===== src/rtl/dsc_pkg.sv =====
package dsc_pkg;
   typedef enum logic [1:0] {
      ST_HOLD = 2'd0,
      ST_FIRE = 2'd1,
      ST_RUN  = 2'd2
   } rel_state_e;

   localparam int unsigned MIN_SYNC_STAGES = 2;
endpackage


===== src/rtl/dsc_sync.sv =====
module dsc_sync #(
   parameter int unsigned STAGES  = 2,
   parameter logic        RST_VAL = 1'b0
) (
   input  logic clk,
   input  logic rst_n,
   input  logic d,
   output logic q
);
   localparam int unsigned LAST = STAGES - 1;

   generate
      if (STAGES < dsc_pkg::MIN_SYNC_STAGES) begin : g_bad_stages
         $error("dsc_sync: STAGES below minimum");
      end
   endgenerate

   logic [STAGES-1:0] chain;

   always_ff @(posedge clk or negedge rst_n) begin
      if (!rst_n) chain <= {STAGES{RST_VAL}};
      else        chain <= {chain[STAGES-2:0], d};
   end

   assign q = chain[LAST];
endmodule


===== src/rtl/dsc_ref_qual.sv =====
module dsc_ref_qual #(
   parameter bit          REF_SYNC    = 1'b1,
   parameter int unsigned SYNC_STAGES = 2
) (
   input  logic clk,
   input  logic rst_n,
   input  logic ref_ok_in,
   input  logic cfg_ref_force,
   input  logic cfg_ld_pd,
   input  logic lock_s,
   output logic ref_valid,
   output logic ld_enable,
   output logic lock_eff
);
   logic ref_s;

   generate
      if (REF_SYNC) begin : g_ref_sync
         dsc_sync #(.STAGES(SYNC_STAGES), .RST_VAL(1'b0)) u_ref_sync (
            .clk   (clk),
            .rst_n (rst_n),
            .d     (ref_ok_in),
            .q     (ref_s)
         );
      end else begin : g_ref_direct
         assign ref_s = ref_ok_in;
      end
   endgenerate

   assign ld_enable = ~cfg_ld_pd;
   assign lock_eff  = lock_s & ld_enable;
   assign ref_valid = ref_s | cfg_ref_force;
endmodule


===== src/rtl/dsc_release_fsm.sv =====
module dsc_release_fsm #(
   parameter int unsigned N_DIV = 4
) (
   input  logic             clk,
   input  logic             rst_n,
   input  logic             lock_eff,
   input  logic             force_rel,
   output logic             sync_hold,
   output logic [N_DIV-1:0] rel_strobe
);
   import dsc_pkg::*;

   generate
      if (N_DIV < 1) begin : g_bad_ndiv
         $error("dsc_release_fsm: N_DIV must be at least 1");
      end
   endgenerate

   rel_state_e state_q, state_d;
   logic       go;

   assign go = lock_eff | force_rel;

   always_comb begin
      state_d = state_q;
      unique case (state_q)
         ST_HOLD: if (go)  state_d = ST_FIRE;
         ST_FIRE:          state_d = ST_RUN;
         ST_RUN:  if (!go) state_d = ST_HOLD;
         default:          state_d = ST_HOLD;
      endcase
   end

   always_ff @(posedge clk or negedge rst_n) begin
      if (!rst_n) state_q <= ST_HOLD;
      else        state_q <= state_d;
   end

   assign sync_hold = (state_q != ST_RUN);

   genvar gi;
   generate
      for (gi = 0; gi < N_DIV; gi++) begin : g_strobe
         assign rel_strobe[gi] = (state_q == ST_FIRE);
      end
   endgenerate


   strobe_single_chk: assert property (@(posedge clk) disable iff (!rst_n)
      rel_strobe[0] |=> !rel_strobe[0]);


   hold_drop_after_strobe_chk: assert property (@(posedge clk) disable iff (!rst_n)
      rel_strobe[0] |=> !sync_hold);


   hold_fall_needs_strobe_chk: assert property (@(posedge clk) disable iff (!rst_n)
      $fell(sync_hold) |-> $past(rel_strobe[0]));


   force_keeps_run_chk: assert property (@(posedge clk) disable iff (!rst_n)
      (!sync_hold && force_rel) |=> !sync_hold);
endmodule


===== src/rtl/dist_sync_ctrl.sv =====
module dist_sync_ctrl #(
   parameter int unsigned N_DIV       = 4,
   parameter int unsigned SYNC_STAGES = 2,
   parameter bit          REF_SYNC    = 1'b1
) (
   input  logic             clk,
   input  logic             rst_n,
   input  logic             lock_in,
   input  logic             ref_ok_in,
   input  logic             cfg_ld_pd,
   input  logic             cfg_force_rel,
   input  logic             cfg_ref_force,
   output logic             sync_hold,
   output logic [N_DIV-1:0] rel_strobe,
   output logic             ref_valid,
   output logic             ld_enable
);
   logic lock_s;
   logic lock_eff;

   dsc_sync #(.STAGES(SYNC_STAGES), .RST_VAL(1'b0)) u_lock_sync (
      .clk   (clk),
      .rst_n (rst_n),
      .d     (lock_in),
      .q     (lock_s)
   );

   dsc_ref_qual #(.REF_SYNC(REF_SYNC), .SYNC_STAGES(SYNC_STAGES)) u_qual (
      .clk           (clk),
      .rst_n         (rst_n),
      .ref_ok_in     (ref_ok_in),
      .cfg_ref_force (cfg_ref_force),
      .cfg_ld_pd     (cfg_ld_pd),
      .lock_s        (lock_s),
      .ref_valid     (ref_valid),
      .ld_enable     (ld_enable),
      .lock_eff      (lock_eff)
   );

   dsc_release_fsm #(.N_DIV(N_DIV)) u_fsm (
      .clk        (clk),
      .rst_n      (rst_n),
      .lock_eff   (lock_eff),
      .force_rel  (cfg_force_rel),
      .sync_hold  (sync_hold),
      .rel_strobe (rel_strobe)
   );


   pd_blocks_release_chk: assert property (@(posedge clk) disable iff (!rst_n)
      (sync_hold && !rel_strobe[0] && cfg_ld_pd && !cfg_force_rel) |=> !rel_strobe[0]);
endmodule


===== config.mk =====
export PLATFORM = sky130hd
export DESIGN_NAME = dist_sync_ctrl
export DESIGN_NICKNAME = d
export VERILOG_FILES = /design/src/rtl/dsc_pkg.sv /design/src/rtl/dsc_sync.sv /design/src/rtl/dsc_ref_qual.sv /design/src/rtl/dsc_release_fsm.sv /design/src/rtl/dist_sync_ctrl.sv
export SDC_FILE = /design/constraint.sdc
export NUM_CORES = 1
export LEC_CHECK = 0
export BUFFER_PORTS_ARGS = -buffer_cell sky130_fd_sc_hd__clkbuf_2
export CAP_MARGIN = 20
export CORE_AREA = 10 10 47 49
export DETAILED_ROUTE_END_ITERATION = 12
export DIE_AREA = 0 0 57 59
export PLACE_DENSITY = 0.47
export RECOVER_POWER = 25
export SLEW_MARGIN = 30
export SYNTH_ARGS = -nofsm -noshare
export SYNTH_HDL_FRONTEND = slang
export SYNTH_SLANG_ARGS = --single-unit

===== constraint.sdc =====
create_clock -name clk -period 0.95 [get_ports clk]
set_input_delay 0.1425 -clock clk [delete_from_list [all_inputs] [get_ports clk]]
set_output_delay 0.1425 -clock clk [all_outputs]
set_load 0.005 [all_outputs]

==> key figures, run 1 <==
STA
  – Unrepaired setup endpoints after global routing: true
  – Setup violations, final: 6
  – Slew headroom: 78.1%
  – Final period utilization: 117%
  – Worst Skew: 0.00126 ns
  – Final setup margin: -0.162 ns
  – Slew Viols, Final: 0
  – Tmin final: 1.11 ns
  – Top achievable clock speed: 899 MHz
  – Slew @ Worst Pin: 0.328 ns
  – Final hold vios: 0
  – Hold Worst Slack: 0.00981 ns

Worst setup path
  – CP arrival: 0.97 ns
  – CP Capture Type: output pin
  – WP data required: 0.81 ns
  – CP Launch Type: register
  – Worst reg2reg path depth: 3
  – CP max FO: 4
  – Setup Crit Path Kind: reg2out

Finish
  – Final Cell Area: 360 µm²
  – Finished Layout Cells: 51
  – Syn-to-layout area delta: 46.2%
  – ANT cells: 0
  – Fraction of final layout cells sized beyond drive strength 1: 57.1%
  – Layout Nets: 44
  – FILL cells: 157

Route
  – DRC marker count from the first detailed-route iteration: 1
  – Met3 WL: 109 µm
  – DRC Markers: 0
  – Via count: 174
  – Detailed-routing wirelength on met1: 235 µm
  – DRT antenna net count: 0
  – Routed Wire Length: 509 µm
  – Vias/cell: 3.41
  – Top sig layer: met3
  – Drt wl/cell: 9.98 µm
  – Met2 WL: 164 µm
  – DR pass1 iterations: 3

Placement
  – RePlAce Congestion: 0.553
  – Post-detail-place hpwl: 431 µm
  – Post-placement cell area: 309 µm²
  – Placed cells: 45
  – Port Buf Inserts: 13

Floorplan
  – Die Span Y: 59 µm
  – DIE AREA: 0.00336 mm²
  – Core area: 0.00140 mm²
  – Initial Util: 17.6%
  – Boundary Pins: 14
  – Row cnt: 14
  – Die W: 57 µm

Logic synthesis
  – Avg Cell Area, Syn: 13.0 µm²
  – Area contributors post-synth: dfrtp_1 (61%), buf_4 (12%), nand2b_4 (5.6%), and2b_2 (3.6%), xnor2_1 (3.6%)
  – Synthesized cell area: 246 µm²
  – Post-synth EDFFs: 0
  – Seq/Total Area, Yosys: 60.9%
  – Post-synthesis net count: 26
  – Post-synthesis instance total: 19
  – Number of synthesis warnings: 0
  – Top post-synthesis cells by count: dfrtp_1 (6), buf_4 (4), inv_1 (2)
  – Most frequent cell after synthesis: dfrtp_1
  – Biggest area consumer among synthesized cells: dfrtp_1
  – Yosys top cell area share: 60.9%
  – Most common flop cell mapped by yosys: dfrtp_1
  – Synth unique cells: 10
  – Synth async-reset ratio: 100%
  – Synthesized flop and latch total: 6

Worst hold path
  – Hold path depth: 1
  – Min-Delay Path Class: in2reg

Global routing
  – Initial antenna violation count: 0
  – GR Util All Layers: 3.13%
  – Gr ovfl total: 0
  – Vias in the first global route: 204
  – Largest net degree at the start of global routing: 7
  – First-pass GRT wire length: 772 µm

Power and ir drop
  – Sequential Power Share: 37.6%
  – Comb power frac: 36.8%
  – Clock share of power: 25.5%
  – Pwr per Cell Area: 2440 mW/mm²
  – Switching Fraction: 27.5%
  – Peak supply drop: 0.000577 V
  – Leak Pwr: 0.191 nW
  – P_int: 0.639 mW
  – Switching pwr: 0.242 mW

Clocking
  – TritonCTS clock tree: yes
  – Num CTS Buffers: 3
  – Clock Path Buffers: 2
  – Clock sink count: 6
  – # H-tree levels: 1
  – Worst-path clk slew: 0.04 ns
  – Worst-skew pair later-pin latency: 0.24 ns
  – Root Buffer: clkbuf_4

Outcome
  – Failing checks: negative setup slack
  – Status: complete, but fails checks

Flow run
  – Max-Cap Viols: 0
-- worst max-delay path: stages (launching register included) --
cell and delay [ns]:
dfrtp_1 0.38, and2b_2 0.24, clkbuf_2 0.12
-- routing by layer --
layer,vias to the layer above,track usage [%]
met5,-,0
met4,0,3.02
met3,0,4.08
met2,13,2.79
met1,74,3.13
li1,87,-
-- layout make-up --
class	count	area [µm²]	share of cell area, %
Inverter	2	7.51	2.08
Sequential cell	6	150	41.7
Tap cell	16	20.0	5.56
Clock buffer	3	22.5	6.25
Multi-Input combinational cell	7	61.3	17.0
Timing Repair Buffer	17	98.8	27.4
-- worst paths after layout --
check	slack, ns	from	endpoint
max in group asynchronous	0.40	rst_n	u_fsm.state_q[0]
setup / recovery	-0.16	u_fsm.state_q[1]	rel_strobe[3]
min in group asynchronous	0.31	rst_n	u_fsm.state_q[1]
hold reg to reg	0.35	u_qual.g_ref_sync.u_ref_sync.chain[0]	u_qual.g_ref_sync.u_ref_sync.chain[1]
hold / removal	0.01	lock_in	u_lock_sync.chain[0]
setup reg to reg	0.08	u_fsm.state_q[1]	u_fsm.state_q[1]
-- layout by cell type, fill, tap and decap left out, drive strengths merged, types with 2 or more instances in the layout --
cell type and n:
inv 2, clkbuf 16, buf 2, dfrtp 6
dlygate4sd3 2
-- metrics by stage --
stage	utilization, %	setup TNS, ns	power [mW]	setup WS (ns)
2_1_floorplan	-	0	0.559	0.0618
3_3_place_gp	22.1	0	0.631	0.0872
3_5_place_dp	22.1	0	0.634	0.0762
4_1_cts	25.1	-0.996	0.901	-0.179
5_1_grt	25.7	-1.16	0.950	-0.207
6_report	25.7	-0.887	0.881	-0.162
-- cell families after synthesis --
logic type | count (synthesis) | share of synthesized area, %
DFF | 6 | 60.9
xor gates and xnor gates | 1 | 3.55
AOI/OAI and AO/OA | 2 | 5.59
buffers and inverters | 6 | 15.2
and+or+nand+nor | 4 | 14.7
-- state kept, by name, indices dropped and copies added (netlist names) --
signal                              cells
u_fsm.state_q                           2
u_lock_sync.chain                       2
u_qual.g_ref_sync.u_ref_sync.chain      2
-- repair_timing --
item | in CTS | in global routing
gates resized for setup | 1 | 0
hold endpoints to repair | 6 | 1
buffers inserted | 1 | 0
endpoints found under the setup margin | 6 | 6
pin swaps | 0 | 0
hold buffers | 1 | 1
-- power groups by stage --
stage               clock network, mW  registers, mW  logic [mW]
CTS                             0.241          0.332       0.329
floorplan                           0          0.346       0.213
detailed placement                  0          0.342       0.292
finish                          0.225          0.331       0.325
global placement                    0          0.340       0.290
global route                    0.247          0.336       0.367
No activity file was read; power rests on OpenSTA's default activity.
==> run 2: changes to the inputs <==
--- a/config.mk
+++ b/config.mk
@@ -10,7 +10,7 @@
 export CORE_AREA = 10 10 47 49
 export DETAILED_ROUTE_END_ITERATION = 12
 export DIE_AREA = 0 0 57 59
-export PLACE_DENSITY = 0.47
+export PLACE_DENSITY = 0.45
 export RECOVER_POWER = 25
 export SLEW_MARGIN = 30
 export SYNTH_ARGS = -nofsm -noshare
==> constraint.sdc (replaced) <==
create_clock -name clk -period 1.4 [get_ports clk]
set_input_delay 0.28 -clock clk [delete_from_list [all_inputs] [get_ports clk]]
set_output_delay 0.28 -clock clk [all_outputs]
set_load 0.005 [all_outputs]
==> run 2 against run 1 <==
Compared with the run above: the flow now finishes without violations; sequential power decreased by 27%; core utilization decreased by 1.9 points; clock skew down 0.0011 ns; total power down 37%; via count down 1.1%; setup slack improved by 0.26 ns; global-route usage increased by 0.13 points; non-clock buffer count down 3; critical path type unchanged; highest routed layer unchanged.
==> key figures, run 2 (same netlist as run 1, synthesis figures left out) <==
Global routing
  – First-pass GRT wire length: 814 µm (+5.4%)
  – Vias in the first global route: 205 (+0.49%)
  – Gr ovfl total: 0 (unchanged)
  – GR Util All Layers: 3.26% (+0.13 points)
  – Initial antenna violation count: 0 (unchanged)
  – Largest net degree at the start of global routing: 7 (unchanged)

STA
  – Slew @ Worst Pin: 0.196 ns (-0.132 ns)
  – Setup TNS: 0 ns (+0.887 ns)
  – Setup violations, final: 0 (-6)
  – Tmin final: 1.30 ns
  – Final period utilization: 93.1%
  – Unrepaired setup endpoints after global routing: false
  – Slew headroom: 86.9% (+8.7 points)
  – Worst Skew: 0.000163 ns (-0.00110 ns)
  – Slew Viols, Final: 0 (unchanged)
  – Top achievable clock speed: 768 MHz
  – Final hold vios: 0 (unchanged)
  – Final setup margin: 0.0973 ns (+0.259 ns)

Worst setup path
  – Setup Crit Path Kind: reg2out
  – WP data required: 1.12 ns (+0.31 ns)
  – CP Launch Type: register
  – CP Capture Type: output pin
  – Slowest stage delay, CP: 0.41 ns (+0.03 ns)
  – Slowest cell on the critical path: dfrtp_1
  – Largest delay share family, worst path: flip-flops
  – CP arrival: 1.02 ns (+0.05 ns)
  – CP cell instances: and2b_2 -> clkbuf_2
  – CP max FO: 5 (+1)
  – WP buf/inv: 1 (unchanged)
  – R2R Setup Slk: 0.63 ns (+0.55 ns)

Clocking
  – Worst-path clk slew: 0.04 ns (about the same)
  – Clock Path Buffers: 2 (unchanged)
  – TritonCTS clock tree: yes
  – Root Buffer: clkbuf_4
  – # H-tree levels: 1 (unchanged)
  – Worst-skew pair later-pin latency: 0.24 ns (about the same)
  – Post-CTS sizing: 0 (-1)
  – Clock sink count: 6 (unchanged)
  – Num CTS Buffers: 3 (unchanged)

Finish
  – Fraction of final layout cells sized beyond drive strength 1: 59.4% (+2.2 points)
  – Layout Nets: 41 (-6.8%)
  – ANT cells: 0 (unchanged)
  – Biggest registers after layout: u_fsm.state_q: 2 flops, u_lock_sync.chain: 2 flops, u_qual.g_ref_sync.u_ref_sync.chain: 2 flops
  – Commonest non-fill, non-tap cell in the layout: clkbuf_2
  – Layout Utilization: 23.8% (-1.9 points)
  – Final Cell Area: 334 µm² (-7.3%)
  – Most frequent cells in the layout: clkbuf_2 (13), dfrtp_1 (6), clkbuf_4 (3)
  – Syn-to-layout area delta: 35.5%

Floorplan
  – Row cnt: 14 (unchanged)
  – Die Span Y: 59 µm (unchanged)
  – Die W: 57 µm (unchanged)
  – Boundary Pins: 14 (unchanged)
  – DIE AREA: 0.00336 mm² (unchanged)
  – Core area: 0.00140 mm² (unchanged)
  – Initial Util: 17.6% (unchanged)

Power and ir drop
  – Power consumption: 0.559 mW (-37%)
  – Leak Pwr: 0.179 nW (-6.4%)
  – Pwr per Cell Area: 1670 mW/mm² (-32%)
  – Peak supply drop: 0.000725 V (+26%)

Route
  – Vias/cell: 3.58 (+5.0%)
  – DRC marker count from the first detailed-route iteration: 1 (unchanged)
  – Routed Wire Length: 512 µm (+0.59%)
  – Drt wl/cell: 10.7 µm (+6.9%)
  – Via count: 172 (-1.1%)
  – DR pass1 iterations: 2 (-1)
  – DRC Markers: 0 (unchanged)
  – DRT antenna net count: 0 (unchanged)

Placement
  – Port Buf Inserts: 13 (unchanged)
  – Post-placement cell area: 302 µm² (-2.4%)
  – RePlAce Congestion: 0.627 (+13%)
  – Place WS: 0.348 ns (+0.272 ns)

Outcome
  – Status: finished clean

Flow run
  – Max-Cap Viols: 0 (unchanged)

Worst hold path
  – Min-Delay Path Class: in2reg
run 2: stage by stage:
stage               instances  hold slack [ns]
floorplan                  19          -0.0156
finish                     48            0.144
global placement           44            0.105
detailed placement         44            0.113
global route               48            0.133
CTS                        48            0.134
run 2: final timing paths:
kind | startpoint | to | cells after the start
max | u_fsm.state_q[1] | rel_strobe[2] | 2
min in group asynchronous | rst_n | u_qual.g_ref_sync.u_ref_sync.chain[0] | 2
min reg2reg | u_qual.g_ref_sync.u_ref_sync.chain[0] | u_qual.g_ref_sync.u_ref_sync.chain[1] | 0
min | lock_in | u_lock_sync.chain[0] | 1
max reg2reg | u_fsm.state_q[1] | u_fsm.state_q[1] | 2
max in group asynchronous | rst_n | u_lock_sync.chain[0] | 2
run 2: final cells by class:
cell class | instances | area, µm²
sequential | 6 | 150
inverter | 2 | 7.51
tap | 16 | 20.0
multi-input combinational | 7 | 58.8
clock buffer | 3 | 22.5
fill | 168 | 1070
timing repair buffer | 14 | 75.1
run 2: per-layer routing:
layer | track usage (%) | routed length [µm]
met1 | 3.01 | 231
met2 | 4.03 | 198
met3 | 4.51 | 82
met4 | 1.01 | 0
met5 | 0 | 0
run 2: timing repair:
item                                    in CTS  in global routing
hold buffers                                 1                  0
hold endpoints to repair                     6                  0
endpoints found under the setup margin       0                  0
buffers inserted                             0                  0
run 2: worst register-to-register path: cells and delay by family (launching register included):
family                    cells  cell delay [ns]
DFF                           1             0.41
xor gates and xnor gates      1             0.14
AOI/OAI and AO/OA             1             0.13
run 2: power by group:
part           switching (mW)  internal, mW  leakage (nW)
registers              0.0328         0.207        0.0716
logic                  0.0659        0.0967        0.0934
clock network          0.0604        0.0968        0.0138
total                   0.159         0.400         0.179
==> run 3: changes to the inputs <==
--- a/config.mk
+++ b/config.mk
@@ -5,11 +5,13 @@
 export SDC_FILE = /design/constraint.sdc
 export NUM_CORES = 1
 export LEC_CHECK = 0
+export ABC_CLOCK_PERIOD_IN_PS = 1500
 export BUFFER_PORTS_ARGS = -buffer_cell sky130_fd_sc_hd__clkbuf_2
 export CAP_MARGIN = 20
 export CORE_AREA = 10 10 47 49
 export DETAILED_ROUTE_END_ITERATION = 12
 export DIE_AREA = 0 0 57 59
+export GPL_TIMING_DRIVEN = 0
 export PLACE_DENSITY = 0.45
 export RECOVER_POWER = 25
 export SLEW_MARGIN = 30
==> constraint.sdc (replaced) <==
create_clock -name clk -period 1.5 [get_ports clk]
set_input_delay 0.3 -clock clk [delete_from_list [all_inputs] [get_ports clk]]
set_output_delay 0.3 -clock clk [all_outputs]
set_load 0.005 [all_outputs]
==> run 3 against run 2 <==
Compared with the run above: sequential share of layout area fell by 5.3 points; clock-buffer cell count did not move; total power rose by 10%; critical path type unchanged; clock power fell by 8%; clock skew rose by 0.0016 ns; via count rose by 13%; global-route usage rose by 0.31 points; hold slack improved by 0.025 ns; die area did not move; sequential power fell by 10%.
==> key figures, run 3 (same netlist as run 1, synthesis figures left out) <==
Route
  – DR pass1 iterations: 2 (unchanged)
  – DRT antenna net count: 0 (unchanged)
  – Vias/cell: 3.59 (+0.26%)
  – DRC marker count from the first detailed-route iteration: 3 (+2)
  – Drt wl/cell: 9.85 µm (-7.6%)
  – Routed Wire Length: 532 µm (+3.9%)
  – DRC Markers: 0 (unchanged)
  – Via count: 194 (+13%)

Placement
  – RePlAce Congestion: 0.621 (-0.99%)
  – Placed cells: 48 (+9.1%)
  – Port Buf Inserts: 13 (unchanged)

Floorplan
  – Core area: 0.00140 mm² (unchanged)
  – Boundary Pins: 14 (unchanged)
  – Die Span Y: 59 µm (unchanged)
  – Row cnt: 14 (unchanged)
  – Initial Util: 17.6% (unchanged)
  – Die W: 57 µm (unchanged)
  – DIE AREA: 0.00336 mm² (unchanged)

Finish
  – Biggest registers after layout: u_fsm.state_q: 2 flops, u_lock_sync.chain: 2 flops, u_qual.g_ref_sync.u_ref_sync.chain: 2 flops
  – ANT cells: 0 (unchanged)
  – Syn-to-layout area delta: 53.8%
  – Fraction of final layout cells sized beyond drive strength 1: 65.8% (+6.4 points)
  – Layout Nets: 47 (+15%)
  – FILL cells: 162 (-3.6%)
  – Most frequent cells in the layout: clkbuf_2 (13), buf_4 (6), dfrtp_1 (6)
  – Finished Layout Cells: 54 (+13%)
  – Commonest non-fill, non-tap cell in the layout: clkbuf_2

STA
  – Slew Viols, Final: 0 (unchanged)
  – Worst Skew: 0.00178 ns (+0.00162 ns)
  – Slew @ Worst Pin: 0.193 ns (-0.00232 ns)
  – Final hold vios: 0 (unchanged)
  – Slew headroom: 87.0% (+0.16 points)
  – Setup TNS: 0 ns (unchanged)
  – Final period utilization: 93.7%
  – Tmin final: 1.41 ns
  – Setup violations, final: 0 (unchanged)
  – Unrepaired setup endpoints after global routing: false
  – Top achievable clock speed: 711 MHz

Global routing
  – Vias in the first global route: 231 (+13%)
  – First-pass GRT wire length: 938 µm (+15%)
  – Largest net degree at the start of global routing: 7 (unchanged)
  – Initial antenna violation count: 0 (unchanged)
  – GR Util All Layers: 3.57% (+0.31 points)
  – Gr ovfl total: 0 (unchanged)

Power and ir drop
  – Pwr per Cell Area: 1620 mW/mm² (-3.0%)
  – Power consumption: 0.616 mW (+10%)
  – Leak Pwr: 0.210 nW (+17%)
  – Peak supply drop: 0.000582 V (-20%)

Worst setup path
  – Setup Crit Path Kind: reg2out
  – CP Launch Type: register
  – WP data required: 1.20 ns (+0.08 ns)
  – CP max FO: 4 (-1)
  – CP arrival: 1.11 ns (+0.09 ns)
  – Worst reg2reg path depth: 4 (+2)
  – Reg2reg start: u_fsm.state_q[1]
  – CP Capture Type: output pin
  – FF-to-FF End: u_fsm.state_q[1]
  – R2R Setup Slk: 0.52 ns (-0.11 ns)

Clocking
  – Num CTS Buffers: 3 (unchanged)
  – Clock sink count: 6 (unchanged)
  – Clock Path Buffers: 2 (unchanged)
  – Worst-skew pair later-pin latency: 0.24 ns (about the same)
  – TritonCTS clock tree: yes
  – Root Buffer: clkbuf_4
  – Worst-path clk slew: 0.04 ns (about the same)
  – Post-CTS sizing: 0 (unchanged)
  – # H-tree levels: 1 (unchanged)

Worst hold path
  – HP Start: ref_ok_in
  – Min-Delay Path Class: in2reg
  – Hold path depth: 1 (unchanged)
  – Hold EP: u_qual.g_ref_sync.u_ref_sync.chain[0]

Outcome
  – Status: finished clean

Flow run
  – Max-Cap Viols: 0 (unchanged)
==> run 3: changes by cell type in the layout (fill, tap and decap cells not counted), sizes merged <==
cell and change:
buf +6
==> run 3: worst max path at each step <==
stage	slack [ns]	start	to
after floorplan	0.45	u_fsm.state_q[1]	rel_strobe[0]
after CTS	0.05	u_fsm.state_q[1]	rel_strobe[0]
after detailed placement	0.32	u_fsm.state_q[1]	rel_strobe[0]
after global placement	0.33	u_fsm.state_q[1]	rel_strobe[2]
after global routing	0.02	u_fsm.state_q[0]	rel_strobe[1]
final	0.09	u_fsm.state_q[0]	rel_strobe[1]
==> run 3: cell type report <==
cell class / count / area (µm²) / area share (%)
inverter: 2 / 7.51 / 1.98
tap: 16 / 20.0 / 5.28
clock buffer: 3 / 22.5 / 5.94
timing repair buffer: 16 / 90.1 / 23.8
multi-input combinational: 7 / 58.8 / 15.5
buffer: 4 / 30.0 / 7.92
sequential: 6 / 150 / 39.6
==> run 3: repair_timing <==
action | CTS | global route
hold buffers | 1 | 0
setup buffers | 0 | 2
hold endpoints to repair | 6 | 0
endpoints found under the setup margin | 0 | 2
==> run 3: where the power goes <==
| group | leakage [nW] | internal [mW] | switching [mW] |
|---|---|---|---|
| combinational | 0.124 | 0.168 | 0.0882 |
| clock | 0.0138 | 0.0902 | 0.0542 |
| sequential | 0.0716 | 0.193 | 0.0222 |
| total | 0.210 | 0.451 | 0.165 |
==> run 3: worst max-delay path, cell delays in order, from the launching register on <==
cell and delay (ns):
dfrtp_1 0.40, and2b_2 0.23, buf_4 0.13, clkbuf_2 0.10
==> run 3: metrics by stage <==
| stage | area (µm²) | hold slack (ns) | setup slack [ns] | utilization (%) |
|---|---|---|---|---|
| final | 379 | 0.169 | 0.0942 | 27.1 |
| after detailed placement | 332 | 0.133 | 0.320 | 23.7 |
| after global placement | 332 | 0.133 | 0.326 | 23.7 |
| after CTS | 364 | 0.162 | 0.0544 | 26.0 |
| after floorplan | 246 | 0.00441 | 0.454 | - |
| after global routing | 379 | 0.158 | 0.0213 | 27.1 |
==> run 3: layer usage <==
metal  wire (µm)  GRT usage (%)  share of wire, %  up-vias
met2         209           4.34                39       14
met4           0           1.01                 0        0
met1         222           3.62                42       86
met5           0              0                 0        -
met3         100           4.51                19        0
li1            -              -                 -       94
